### src/rtl/wdt_dual_timer.sv
module wdt_dual_timer #(
  parameter int SEL_STEP = 1,
  parameter int MAN_CYC  = 5
) (
  input  logic       clk,
  input  logic       rst_n,
  input  logic       wr_en,
  input  logic       wr_sel,
  input  logic [7:0] wr_data,
  input  logic       rd_sel,
  output logic [7:0] rd_data,
  output logic       irq,
  output logic       rst_out_n,
  output logic [1:0] rst_ind
);
  localparam int PS_W = 7 * SEL_STEP;
  localparam int PL_W = PS_W + 4;

  logic [PS_W-1:0] ps_q;
  logic [7:0]      cnt_q;
  logic            wovf_q, iovf_q, mode_q, en_q, kind_q;
  logic [2:0]      sel_q;
  logic [PL_W-1:0] pulse_q;

  wire             wr_ctrl = wr_en && !wr_sel;
  wire             wr_cnt  = wr_en &&  wr_sel;
  wire [PS_W-1:0]  ps_mask = ~({PS_W{1'b1}} << (sel_q * SEL_STEP));
  wire             tick    = en_q && ((ps_q & ps_mask) == ps_mask);
  wire             ovf     = tick && (cnt_q == 8'hFF) && !wr_cnt;
  wire [PL_W-1:0]  len     = kind_q ? PL_W'(MAN_CYC) : (PL_W'(1) << (sel_q * SEL_STEP));
  wire             active  = (pulse_q != '0);

  assign rd_data   = rd_sel ? cnt_q : {wovf_q, iovf_q, mode_q, en_q, kind_q, sel_q};
  assign irq       = iovf_q;
  assign rst_out_n = !active;
  assign rst_ind   = {2{active}};

  always_ff @(posedge clk or negedge rst_n) begin
    if (!rst_n)       ps_q <= '0;
    else if (!en_q)   ps_q <= '0;
    else              ps_q <= ps_q + 1'b1;
  end

  always_ff @(posedge clk or negedge rst_n) begin
    if (!rst_n)       cnt_q <= '0;
    else if (wr_cnt)  cnt_q <= wr_data;
    else if (tick)    cnt_q <= cnt_q + 8'd1;
  end

  always_ff @(posedge clk or negedge rst_n) begin
    if (!rst_n) begin
      wovf_q <= 1'b0; iovf_q <= 1'b0; mode_q <= 1'b0;
      en_q   <= 1'b0; kind_q <= 1'b0; sel_q  <= '0;
    end else begin
      if (wr_ctrl) begin
        wovf_q <= wovf_q & wr_data[7];
        iovf_q <= iovf_q & wr_data[6];
        en_q   <= wr_data[4];
        kind_q <= wr_data[3];
        if (!en_q) begin
          mode_q <= wr_data[5];
          sel_q  <= wr_data[2:0];
        end
      end
      if (ovf &&  mode_q) wovf_q <= 1'b1;
      if (ovf && !mode_q) iovf_q <= 1'b1;
    end
  end

  always_ff @(posedge clk or negedge rst_n) begin
    if (!rst_n)              pulse_q <= '0;
    else if (ovf && mode_q)  pulse_q <= len;
    else if (active)         pulse_q <= pulse_q - 1'b1;
  end

  AST_WRAP_TO_ZERO: assert property (@(posedge clk) disable iff (!rst_n)
    ovf |=> (cnt_q == 8'h00) && (wovf_q || iovf_q));
  AST_IDLE_HOLD: assert property (@(posedge clk) disable iff (!rst_n)
    (!en_q && !wr_cnt) |=> $stable(cnt_q));
  AST_FIELDS_LOCKED: assert property (@(posedge clk) disable iff (!rst_n)
    en_q |=> ($stable(mode_q) && $stable(sel_q)));
  AST_RESET_NEEDS_FLAG: assert property (@(posedge clk) disable iff (!rst_n)
    $fell(rst_out_n) |-> wovf_q);
  AST_IRQ_INTERVAL_ONLY: assert property (@(posedge clk) disable iff (!rst_n)
    $rose(irq) |-> !mode_q);
endmodule

### config.mk
export PLATFORM = sky130hd
export DESIGN_NAME = wdt_dual_timer
export DESIGN_NICKNAME = d
export VERILOG_FILES = /design/src/rtl/wdt_dual_timer.sv
export SDC_FILE = /design/constraint.sdc
export NUM_CORES = 1
export LEC_CHECK = 0
export BUFFER_PORTS_ARGS = -buffer_cell sky130_fd_sc_hd__buf_2
export CORE_ASPECT_RATIO = 1.2
export CORE_UTILIZATION = 60
export DETAILED_ROUTE_END_ITERATION = 10
export HOLD_SLACK_MARGIN = 0.12
export PLACE_DENSITY = 0.8
export SLEW_MARGIN = 20
export SYNTH_ARGS = -nofsm -noshare
export SYNTH_HDL_FRONTEND = slang
export SYNTH_SLANG_ARGS = --single-unit
export TNS_END_PERCENT = 5
### constraint.sdc
create_clock -name clk -period 4.1 [get_ports clk]
set_input_delay 0.205 -clock clk [delete_from_list [all_inputs] [get_ports clk]]
set_output_delay 0.205 -clock clk [all_outputs]
set_load 0.02 [all_outputs]
==> flow_metrics.py <==
metrics = {
    "layout": {
        "final_cells": 274,
        "fillers": 259,
        "final_nets": 253,
        "multi_input_area_um2": 1114,
        "ff_latch_area_um2": 850.8,
        "syn2layout_area_growth_pct": 10.89,
        "diodes": 0,
        "drive_above_1_share_pct": 21.52,
    },
    "placement": {
        "dp_hpwl_um": 2877,
        "placedCellCount": 265,
        "place.gp.congestion": 0.8438,
        "port_buffers": 24,
    },
    "timing": {
        "tns_ns": 0,
        "max_slew_margin_pct": 51.00,
        "fin_crit_sh_pct": 53.25,
        "worst_pin_slew_ns": 0.7350,
        "rsz0062_at_grt": "no",
        "setup_viol": 0,
        "hold_violations": 0,
        "slew_viol_final": 0,
        "skew_ns": 0.004731,
        "fmax_ghz": 0.4581,
        "period_needed_ns": 2.183,
    },
    "setup_path": {
        "cp_top_family": "simple AND/OR/NAND/NOR gates",
        "cpMaxStageDelayCell": "nand4_1",
        "cp.depth": 4,
        "crit_chain": "nor4_4, nand4_1, inv_1, buf_2",
        "slowest_delay_ns": 0.48,
        "cp-start-kind": "flop",
        "endpoint_kind": "primary output",
        "required_ns": 3.89,
        "crit_path_end": "rst_out_n",
        "rrSetupSlack_ns": 2.05,
        "cp_max_fo": 12,
        "r2r_cells": 5,
        "r2r-end": "pulse_q[1]",
        "worst-setup-path-type": "reg2out",
        "rr_startpoint": "sel_q[1]",
        "critPathBufInv": 2,
        "crit_start": "pulse_q[4]",
        "crit_arrival_ns": 1.98,
    },
    "hold_path": {
        "hold_depth": 3,
        "hp-class": "in2reg",
        "hold_start": "wr_data[5]",
    },
    "logic_synthesis": {
        "synth.distinct_cells": 46,
        "netlist_instances": 217,
        "synth_area_um2": 2079,
        "synth_flop_cell": "dfrtp_1",
        "yosys_warnings": 0,
        "synthTopCellsByArea": "dfrtp_1, mux2_2, mux2i_1",
        "synth_seq_cells": 34,
        "syn_nets": 234,
        "async_flop_share_pct": 100.0,
        "syn_avg_cell_area_um2": 9.583,
        "synth_top_area_share_pct": 40.91,
        "ys_seq_area_share_pct": 40.91,
        "synth_common_cells": "dfrtp_1, nand2_1, nor2_1",
        "synth_area_leader_cell": "dfrtp_1",
        "synth_most_common_cell": "dfrtp_1",
        "synth_edf_count": 0,
    },
    "power_and_ir_drop": {
        "power_density_nw_per_um2": 545.0,
        "ir_drop_mv": 0.3102,
        "power.leakage_nw": 0.9903,
        "total_power_mw": 1.257,
    },
    "die": {
        "die-area_um2": 3706,
        "num_rows": 23,
        "start_util_pct": 62.29,
        "die_h_um": 66.49,
        "ios": 25,
        "fp.dieW_um": 55.74,
        "core_area_um2": 3338,
    },
    "global_route": {
        "grt_pass1_vias": 1458,
        "grt_max_degree": 35,
        "grt_pass1_wl_um": 6513,
        "antenna_found_initial": 0,
        "gr-total-overflow": 0,
        "grt_util_all_layers_pct": 23.28,
    },
    "detailed_routing": {
        "viasPerCell": 5.818,
        "first_iter_violations": 59,
        "wl_um": 4022,
        "ant_nets": 0,
        "route.detailed.drc": 0,
        "via_count": 1594,
        "wire_per_inst_um": 14.68,
        "first_pass_iters": 4,
    },
    "status": {
        "outcome": "finished, final reports clean",
    },
    "clock_tree": {
        "clockBufferDepth": 2,
        "cts-root-buf": "clkbuf_8",
        "path_clk_slew_ns": 0.07,
        "cts-htree-levels": 2,
        "worstSkewPairLatency_ns": 0.29,
        "tritoncts": "built",
        "cts_setup_buffers": 0,
        "clock_sinks": 34,
        "cts_inserted_buffers": 5,
    },
    "run": {
        "drv_cap": 0,
    },
}
[kinds of logic after synthesis]
logic type,share of synthesized area [%]
flip-flops,40.91
AO/OA/AOI/OAI,10.41
adder cells (fa/ha/maj),2.407
XOR/XNOR,4.633
AND/OR/NAND/NOR,25.27
buffers and inverters,5.535
multiplexers,10.83
[worst register-to-register path, cell delays in order, from the launching register on]
cell      delay [ns]
dfrtp_1         0.52
a21boi_0        0.19
o21ai_1         0.15
and3_1          0.29
and4_1          0.57
mux2i_1         0.25
[flip-flops by register name (all words and copies together), names as in the netlist]
register / count
cnt_q: 8
kind_q: 1
en_q: 1
sel_q: 3
pulse_q: 11
wovf_q: 1
ps_q: 7
irq: 1
mode_q: 1
[cell usage in the layout, fill, tap and decap left out, types with 2 or more instances in the layout]
master,n
buf_2,24
dfrtp_1,34
nand2_1,22
nand4_1,5
nand3_1,9
mux2i_1,9
a21oi_1,4
bufinv_16,2
clkbuf_8,6
o31ai_1,5
and2_1,8
xnor2_1,9
ha_1,4
xor2_1,2
inv_1,6
and3_1,3
mux2_2,12
nand2b_1,3
nor3_1,2
a31oi_1,8
o21ai_0,10
nand3b_1,3
or4_1,5
nor2_1,19
nor2b_1,3
[final cells by class]
class	count	area share, %
clock inverters	2	2.604
flip-flops and latches	34	36.90
repair buffers	25	5.643
clock buffers	6	3.581
inverters	6	0.9767
multi-input cells	164	48.29
well taps	37	2.008
[through the flow]
| stage | hold WS, ns | instance area, um2 | setup slack [ns] | util (%) |
|---|---|---|---|---|
| finish | 0.1289 | 2306 | 1.917 | 69.08 |
| global route | 0.1608 | 2306 | 1.785 | 69.08 |
| CTS | 0.1284 | 2306 | 1.904 | 69.08 |
| detailed placement | 0.3087 | 2153 | 2.049 | 64.51 |
| global placement | 0.3047 | 2153 | 2.127 | 64.51 |
| floorplan | -0.09059 | 2079 | 2.338 | - |
[repair_timing]
item,CTS,global route
resized for setup,0,0
hold endpoints to repair,34,0
setup endpoints to repair,0,0
hold buffers,1,0
[worst min path at each step]
stage                to  slack (ns)
2_1_floorplan  cnt_q[0]       -0.09
3_3_place_gp    ps_q[2]        0.30
3_5_place_dp    ps_q[1]        0.31
4_1_cts          mode_q        0.13
5_1_grt        sel_q[0]        0.16
6_report         mode_q        0.13
[metal layers]
metal / global-route usage, % / vias up / part of all wire (%)
met5: 0 / - / 0
met4: 12.50 / 0 / 2.0
met3: 6.990 / 8 / 3.3
met2: 36.60 / 27 / 48
met1: 28.84 / 754 / 47
li1: - / 805 / -
[power breakdown]
group | total, mW | switching [mW] | internal [mW] | leakage, nW
logic | 0.358 | 0.193 | 0.165 | 0.519
clock network | 0.379 | 0.120 | 0.259 | 0.0714
registers | 0.519 | 0.113 | 0.406 | 0.400
total | 1.26 | 0.426 | 0.831 | 0.990
No activity file was read; power rests on OpenSTA's default activity.
